**src/rtl/cmp5_pkg.sv**
```systemverilog
package cmp5_pkg;

  // Bit position of compare channel idx (0-based) in the mask/flag registers.
  function automatic int chan_bit(input int idx, input int reg_w);
    return reg_w - 1 - idx;
  endfunction

  // Byte address of a compare register half.
  function automatic int cmp_addr(input int idx, input bit low_half);
    return 2 * idx + (low_half ? 1 : 0);
  endfunction

  // Write-one-to-clear with set priority.
  function automatic logic [7:0] w1c_next(input logic [7:0] cur,
                                          input logic [7:0] clr,
                                          input logic [7:0] set);
    return (cur & ~clr) | set;
  endfunction

endpackage

```
**src/rtl/cmp5_cntedge.sv**
```systemverilog
module cmp5_cntedge #(
  parameter int CNT_W = 16
) (
  input  logic             clk,
  input  logic             rst_n,
  input  logic [CNT_W-1:0] cnt_i,
  output logic             new_val_o
);
  logic [CNT_W-1:0] prev_q;

  always_ff @(posedge clk or negedge rst_n) begin
    if (!rst_n) prev_q <= '0;
    else        prev_q <= cnt_i;
  end

  assign new_val_o = (cnt_i != prev_q);
endmodule

```
**src/rtl/cmp5_chan.sv**
```systemverilog
module cmp5_chan #(
  parameter int CNT_W = 16,
  parameter int DW    = 8
) (
  input  logic             clk,
  input  logic             rst_n,
  input  logic             wr_hi_i,
  input  logic             wr_lo_i,
  input  logic [DW-1:0]    wdata_i,
  input  logic [CNT_W-1:0] cnt_i,
  input  logic             new_val_i,
  input  logic             armed_i,
  output logic [CNT_W-1:0] value_o,
  output logic             hit_o
);
  logic [CNT_W-1:0] val_q;

  always_ff @(posedge clk or negedge rst_n) begin
    if (!rst_n)       val_q <= '1;
    else if (wr_hi_i) val_q[CNT_W-1:DW] <= wdata_i;
    else if (wr_lo_i) val_q[DW-1:0]     <= wdata_i;
  end

  assign value_o = val_q;
  assign hit_o   = armed_i && new_val_i && (cnt_i == val_q);
endmodule

```
**src/rtl/cmp5_flags.sv**
```systemverilog
module cmp5_flags #(
  parameter int W = 8
) (
  input  logic         clk,
  input  logic         rst_n,
  input  logic [W-1:0] set_i,
  input  logic [W-1:0] clr_i,
  input  logic [W-1:0] en_i,
  output logic [W-1:0] flags_o,
  output logic         irq_o
);
  import cmp5_pkg::*;
  logic [W-1:0] flag_q;

  always_ff @(posedge clk or negedge rst_n) begin
    if (!rst_n) flag_q <= '0;
    else        flag_q <= w1c_next(flag_q, clr_i, set_i);
  end

  assign flags_o = flag_q;
  assign irq_o   = |(flag_q & en_i);
endmodule

```
**src/rtl/cmp5_unit.sv**
```systemverilog
module cmp5_unit #(
  parameter int NUM_CH  = 5,
  parameter int CNT_W   = 16,
  parameter int DW      = 8,
  parameter int AW      = 4,
  parameter int GATE_CH = 4
) (
  input  logic             clk,
  input  logic             rst_n,
  input  logic [CNT_W-1:0] cnt_i,
  input  logic             bus_we_i,
  input  logic [AW-1:0]    bus_addr_i,
  input  logic [DW-1:0]    bus_wdata_i,
  output logic [DW-1:0]    bus_rdata_o,
  output logic             irq_o
);
  import cmp5_pkg::*;

  localparam logic [AW-1:0] MASK_ADDR = AW'(2 * NUM_CH);
  localparam logic [AW-1:0] FLAG_ADDR = AW'(2 * NUM_CH + 1);

  logic [DW-1:0]    mask_q;
  logic [DW-1:0]    flag_q;
  logic [DW-1:0]    hit_vec;
  logic [DW-1:0]    clr_vec;
  logic [NUM_CH-1:0] ch_hit;
  logic [CNT_W-1:0] cmp_val [NUM_CH];
  logic             new_val;
  logic             cmp_active;

  assign cmp_active = |mask_q[DW-1 -: GATE_CH];

  cmp5_cntedge #(.CNT_W(CNT_W)) edge_i (
    .clk(clk), .rst_n(rst_n), .cnt_i(cnt_i), .new_val_o(new_val)
  );

  always_ff @(posedge clk or negedge rst_n) begin
    if (!rst_n)                                    mask_q <= '0;
    else if (bus_we_i && bus_addr_i == MASK_ADDR)  mask_q <= bus_wdata_i;
  end

  for (genvar i = 0; i < NUM_CH; i++) begin : g_ch
    localparam int BIT = chan_bit(i, DW);
    cmp5_chan #(.CNT_W(CNT_W), .DW(DW)) chan_i (
      .clk(clk), .rst_n(rst_n),
      .wr_hi_i(bus_we_i && bus_addr_i == AW'(cmp_addr(i, 1'b0))),
      .wr_lo_i(bus_we_i && bus_addr_i == AW'(cmp_addr(i, 1'b1))),
      .wdata_i(bus_wdata_i),
      .cnt_i(cnt_i),
      .new_val_i(new_val),
      .armed_i(cmp_active && mask_q[BIT]),
      .value_o(cmp_val[i]),
      .hit_o(ch_hit[i])
    );
  end

  always_comb begin
    hit_vec = '0;
    for (int i = 0; i < NUM_CH; i++) hit_vec[DW-1-i] = ch_hit[i];
  end

  assign clr_vec = (bus_we_i && bus_addr_i == FLAG_ADDR) ? bus_wdata_i : '0;

  cmp5_flags #(.W(DW)) flags_i (
    .clk(clk), .rst_n(rst_n), .set_i(hit_vec), .clr_i(clr_vec),
    .en_i(mask_q), .flags_o(flag_q), .irq_o(irq_o)
  );

  always_comb begin
    bus_rdata_o = '0;
    for (int i = 0; i < NUM_CH; i++) begin
      if (bus_addr_i == AW'(cmp_addr(i, 1'b0))) bus_rdata_o = cmp_val[i][CNT_W-1:DW];
      if (bus_addr_i == AW'(cmp_addr(i, 1'b1))) bus_rdata_o = cmp_val[i][DW-1:0];
    end
    if (bus_addr_i == MASK_ADDR) bus_rdata_o = mask_q;
    if (bus_addr_i == FLAG_ADDR) bus_rdata_o = flag_q;
  end
endmodule

```
**config.mk**
```make
export PLATFORM = sky130hd
export DESIGN_NAME = cmp5_unit
export DESIGN_NICKNAME = d
export VERILOG_FILES = /design/src/rtl/cmp5_pkg.sv /design/src/rtl/cmp5_cntedge.sv /design/src/rtl/cmp5_chan.sv /design/src/rtl/cmp5_flags.sv /design/src/rtl/cmp5_unit.sv
export SDC_FILE = /design/constraint.sdc
export NUM_CORES = 1
export LEC_CHECK = 0
export CORE_MARGIN = 8
export CORE_UTILIZATION = 45
export CTS_BUF_LIST = sky130_fd_sc_hd__clkbuf_16
export DETAILED_ROUTE_END_ITERATION = 8
export PLACE_DENSITY = 0.62
export RECOVER_POWER = 100
export SYNTH_ARGS = -nofsm -noshare
export SYNTH_HDL_FRONTEND = slang
export SYNTH_SLANG_ARGS = --single-unit
```
**constraint.sdc**
```tcl
create_clock -name clk -period 1.9 [get_ports clk]
set_input_delay 0.38 -clock clk [delete_from_list [all_inputs] [get_ports clk]]
set_output_delay 0.38 -clock clk [all_outputs]
set_load 0.02 [all_outputs]
```
# Word-level counts from Yosys, hierarchy flattened
# Index checks and enable logic that the tools add are counted.
dict set report op_classes {
  eq_ne 17
  mux 13
  bitwise_logic 9
  n_reduce_logical 35
}
# cell n
set ops {}
lappend ops {{$mux W8} 13}
lappend ops {{$eq A16 B16 Y1} 5}
lappend ops {{$logic_and A1 B1 Y1} 27}
lappend ops {{$and A8 B8 Y8} 2}
lappend ops {{$eq A4 B3 Y1 const B} 4}
lappend ops {{$eq A4 B4 Y1 const B} 4}
lappend ops {{$ne A16 B16 Y1} 1}
lappend ops {{$reduce_and A2 Y1} 5}
lappend ops {{$eq A4 B2 Y1 const B} 2}
lappend ops {{$not A8 Y8} 1}
lappend ops {{$or A8 B8 Y8} 1}
lappend ops {{$reduce_or A8 Y1} 1}
lappend ops {{$not A1 Y1} 5}
lappend ops {{$eq A4 B1 Y1 const B} 1}
lappend ops {{$logic_not A4 Y1} 1}
lappend ops {{$reduce_or A4 Y1} 1}
dict set report totals {
  register_bits 112
  wordCells 87
}

# Longest topological paths before layout
dict set report depth {
  word_depth 13
  ltp_mapped 7
  mapped_depth_nobuf 4
}

# Cells and area by module
# Synthesis repeated with hierarchy kept, for this count alone.
dict set report unflattened {
  hier_cells 533
  hier_area_um2 6409.9
}
# mod instances cells_per_inst area_per_inst_um2
set by_module_without_submodules {}
lappend by_module_without_submodules {cmp5_chan 5 57 800.8}
lappend by_module_without_submodules {cmp5_unit 1 182 1506.4}
lappend by_module_without_submodules {cmp5_cntedge 1 37 571.8}
lappend by_module_without_submodules {cmp5_flags 1 29 327.8}

# Least setup slack after synthesis
# No wires, ideal clock.
dict set report synth_timing {
  path_kind {input-to-output}
  start {input bus_addr_i[0]}
  end {output bus_rdata_o[2]}
  arrival_time_ns 1.588
  setup_slack_ns -0.068
  path_stages 7
  n_path_buf 3
  cell_sequence {buf_6 buf_6 buf_4 nor3b_1 o32ai_1 o21ai_0 a21oi_1}
}
dict set report synth_between {
  elab_chain_len 13
}
# element line_no
set synth_lines {}
lappend synth_lines {{start: declaration} cmp5_unit.sv:12} ;# input logic [AW-1:0] bus_addr_i,
lappend synth_lines {{$logic_not A4 Y1} cmp5_unit.sv:72} ;# if (bus_addr_i == AW'(cmp_addr(i, 1'b0))) bus_rdata_o = cmp_val[i][CNT_W-1:DW];
lappend synth_lines {{$mux W8} cmp5_unit.sv:72}
lappend synth_lines {{$mux W8} cmp5_unit.sv:73} ;# if (bus_addr_i == AW'(cmp_addr(i, 1'b1))) bus_rdata_o = cmp_val[i][DW-1:0];
lappend synth_lines {{$mux W8} cmp5_unit.sv:72}
lappend synth_lines {{$mux W8} cmp5_unit.sv:73}
lappend synth_lines {{$mux W8} cmp5_unit.sv:72}
lappend synth_lines {{$mux W8} cmp5_unit.sv:73}
lappend synth_lines {{$mux W8} cmp5_unit.sv:72}
lappend synth_lines {{$mux W8} cmp5_unit.sv:73}
lappend synth_lines {{$mux W8} cmp5_unit.sv:72}
lappend synth_lines {{$mux W8} cmp5_unit.sv:73}
lappend synth_lines {{$mux W8} cmp5_unit.sv:75} ;# if (bus_addr_i == MASK_ADDR) bus_rdata_o = mask_q;
lappend synth_lines {{$mux W8 *} cmp5_unit.sv:76} ;# if (bus_addr_i == FLAG_ADDR) bus_rdata_o = flag_q;
lappend synth_lines {{end: declaration} cmp5_unit.sv:14} ;# output logic [DW-1:0] bus_rdata_o,
# Every way passes the cells marked *; elsewhere a longest branch is shown, timed or not.

# Worst setup path after layout
dict set report layout_timing {
  start {register g_ch[1].chan_i.val_q[7]}
  end {output bus_rdata_o[7]}
}
dict set report layout_between {
  elab_chain_len 9
}
# element line_no
set layout_lines {}
lappend layout_lines {{start: declaration} cmp5_chan.sv:16} ;# logic [CNT_W-1:0] val_q;
lappend layout_lines {{start signal: indexed assignment} cmp5_chan.sv:20} ;# else if (wr_hi_i) val_q[CNT_W-1:DW] <= wdata_i;
lappend layout_lines {{start signal: indexed assignment} cmp5_chan.sv:21} ;# else if (wr_lo_i) val_q[DW-1:0] <= wdata_i;
lappend layout_lines {{$mux W8} cmp5_unit.sv:73}
lappend layout_lines {{$mux W8} cmp5_unit.sv:72}
lappend layout_lines {{$mux W8} cmp5_unit.sv:73}
lappend layout_lines {{$mux W8} cmp5_unit.sv:72}
lappend layout_lines {{$mux W8} cmp5_unit.sv:73}
lappend layout_lines {{$mux W8} cmp5_unit.sv:72}
lappend layout_lines {{$mux W8} cmp5_unit.sv:73}
lappend layout_lines {{$mux W8} cmp5_unit.sv:75}
lappend layout_lines {{$mux W8} cmp5_unit.sv:76}
# Every way passes these cells.

==> metrics.csv <==
stage,metric,value,unit
power_and_ir_drop,Sw Ratio,29.28,%
worst_setup_path,Worst EP required,1520,ps
grt,first-pass GRT wire length,31450,um
synth,"area leader, netlist",dfstp_2,
die,Initial Utilization,45.55,%
synth,Mapped Avg Cell Area,11.51,um^2
placement,dpl hpwl,15250,um
die,Die Y,133.9,um
route,vias per cell,5.524,
placement,GPL Wtd Cong,0.9287,
sta,Rel. slew slack,48.14,%
clock_network,CTS tree,yes,
grt,All-Layer GR Usage,23.25,%
sta,Final setup viols,16,
route,DR iter-0 viols,405,
sta,Final Critical Period,2235,ps
power_and_ir_drop,Tot Pwr,8277,uW
clock_network,clk slew on worst S/H paths,70,ps
worst_setup_path,Crit-path slowest cell,mux4_2,
synth,register bit total from synthesis,112,
cells_and_area,Final #Nets,759,
synth,area share of the largest cell type after synthesis,33.63,%
clock_network,CTS H-Tree Depth,3,
sta,PnR worst setup slack,-335.2,ps
power_and_ir_drop,static leakage,0.003724,uW
power_and_ir_drop,internal power,5853,uW
sta,Max Slew Vio Count,0,
clock_network,CTS sink cnt,112,
cells_and_area,layout cells sized above 1,52.25,%
synth,syn_nets,574,
route,first-pass iteration count of the detailed router,5,
synth,Synth Cell Area,0.006250,mm^2
power_and_ir_drop,Max VDD drop,0.7027,mV
die,die width,133.9,um
status,failing checks,negative setup slack,
worst_setup_path,CP endpoint kind,output port,
power_and_ir_drop,clock share of power,26.6,%
cells_and_area,Synth-to-Final Area Change,37.78,%
sta,worst hold slack,585.9,ps
worst_setup_path,CP peak stage delay,520,ps
worst_setup_path,worst-path cell chain,mux4_2 > a21o_1 > a31oi_4 > o22ai_2 > buf_6,
die,Die ar.,0.01792,mm^2
worst_setup_path,WS Path Type,flop to output port,
power_and_ir_drop,Combinational Power Share,32.4,%
synth,register area share after synthesis,46.45,%
sta,Final Hold Viols,0,
cells_and_area,final core utilization,62.76,%
die,row count,43,
cells_and_area,Antenna Diode Count,0,
sta,Final Skew,6.038,ps
placement,dpl cells,892,
worst_setup_path,CP max FO,2,
clock_network,total CTS buffers,9,
route,post-route ant nets,0,
synth,Post-synth ARST share,100.0,%
worst_setup_path,CP startpoint kind,flop,
status,outcome,finished with violations,
cells_and_area,Filler Cell Count,1113,
grt,total congestion overflow,0,
worst_setup_path,reg2reg setup slack,300,ps
route,Remaining DRCs,0,
power_and_ir_drop,sequential share of power,41.1,%
grt,largest net degree at the start of global routing,51,
placement,DP Worst Slack,-995.7,ps
sta,RSZ-0062 raised after global routing,yes,
die,Top-Level Pins,40,
sta,final period utilization,117.6,%
grt,initial antenna violation count,0,
synth,"Distinct cells, synth",49,
clock_network,Clock Latency Late Sink,360,ps
sta,fmax,0.4474,GHz
clock_network,clock buffer depth,2,
grt,number of global-route vias before repair,5404,
worst_setup_path,worst endpoint data arrival time,1860,ps
route,via count,5043,
sta,Worst Tran Pin Value,778.0,ps
power_and_ir_drop,sw power,2424,uW
placement,I/O Buffers,39,
synth,ys flop type,dfstp_2,
route,Routed WL,20050,um
synth,top post-synthesis cells by count,"dfstp_2 (80), xor2_1 (75), mux2_2 (59), o21ai_0 (43), nand2_1 (34)",
route,Routed wire per std cell,21.96,um
synth,number of enable flip-flop cells after synthesis,0,
synth,"count leader, synth",dfstp_2,
clock_network,CTS Root Cell,clkbuf_16,
die,area of the core,0.01372,mm^2
flow_run,max-cap violations,0,
worst_hold_path,worst hold path type,flop to flop,
synth,Yosys warning total,0,
synth,synth top area cells,"dfstp_2 (34%), dfrtp_1 (13%), mux2_2 (11%)",
cells_and_area,Post-Layout Cell Count,913,
power_and_ir_drop,power per cell area,961.2,mW/mm^2
synth,Syn Inst Count,543,
-- stage by stage --
| stage | setup TNS, ps | cell area [um^2] |
|---|---|---|
| floorplan | -21.70 | 6292 |
| global placement | -21710 | 8172 |
| detailed placement | -25150 | 8172 |
| CTS | -2208 | 8781 |
| global route | -4803 | 8611 |
| finish | -2865 | 8611 |
-- critical path: cells and delay by family (launching register included) --
family / cells / cell delay, ps
AO/OA/AOI/OAI: 3 / 470
multiplexers: 1 / 520
flip-flops: 1 / 370
buffers and inverters: 1 / 140
-- final cells by class --
cell class,instances,area [um^2],share of cell area [%]
Tap cell,180,225.2,2.616
Clock inverter,7,117.6,1.366
Timing Repair Buffer,214,1808,21.00
Inverter,8,30.03,0.3487
Sequential cell,112,2903,33.71
Clock buffer,9,225.2,2.616
Multi-Input combinational cell,383,3302,38.35
-- power by group through the flow --
stage,sequential [uW],clock [uW],combinational (uW)
after global placement,3380,0,2520
after global routing,3460,2320,2860
after CTS,3390,2240,2680
final,3400,2200,2680
after floorplan,3440,0,1180
after detailed placement,3410,0,2560
-- metal layers --
metal | global-route usage, % | routed length, um
met3 | 4.899 | 979
met2 | 38.73 | 9893
met1 | 29.49 | 8645
met5 | 0 | 0
met4 | 7.673 | 531
-- what timing repair did --
| action | 4_1_cts | 5_1_grt |
|---|---|---|
| endpoints found under the hold margin | 9 | 0 |
| pin swaps | 17 | 3 |
| endpoints found under the setup margin | 26 | 9 |
| hold buffers | 1 | 0 |
| cloned | 1 | 0 |
| buffers inserted | 3 | 0 |
| gates resized for setup | 95 | 10 |
-- layout by cell type, fill, tap and decap left out, types with 4 or more instances in the layout --
cell and count:
buf_4 140, xnor2_1 21, nor3_1 4, clkbuf_1 8, dfrtp_1 32, buf_6 14
dlygate4sd3_1 15, nand3_1 13, nor2_1 16, o21ai_0 41, clkbuf_16 9, nand4_1 5
a21o_1 5, dfstp_2 80, buf_12 9, a22oi_1 4, o21ai_1 5, or2_2 4
clkbuf_2 10, inv_1 8, nor4_1 18, nand2_1 34, clkdlybuf4s50_1 11, mux2_2 58
xor2_1 75, mux2i_1 11, mux4_2 12, o31ai_1 5, o22ai_2 7
-- state kept, by name, summed over array words and instances, names as in the netlist --
signal               cells
mask_q                   8
flags_i.flags_o          8
g_ch.chan_i.value_o     80
edge_i.prev_q           16
-- cell families (layout without fill, tap and decap cells) --
family	after synthesis	count (layout)	synth area share, %
simple gates	112	112	9.690
buf+inv	48	238	3.824
mux	87	87	17.70
xor+xnor	96	96	13.45
compound gates	88	88	8.889
flops	112	112	46.45
-- worst paths after layout --
path | to | start | cells past startpoint
max | bus_rdata_o[7] | g_ch[1].chan_i.value_o[7] | 5
min | flags_i.flags_o[1] | flags_i.flags_o[1] | 1
max reg2reg | flags_i.flags_o[5] | g_ch[2].chan_i.value_o[3] | 5
min reg2reg | flags_i.flags_o[1] | flags_i.flags_o[1] | 1
max in group asynchronous | g_ch[1].chan_i.value_o[8] | rst_n | 3
min in group asynchronous | flags_i.flags_o[4] | rst_n | 2
(Power assumes the default switching activity.)
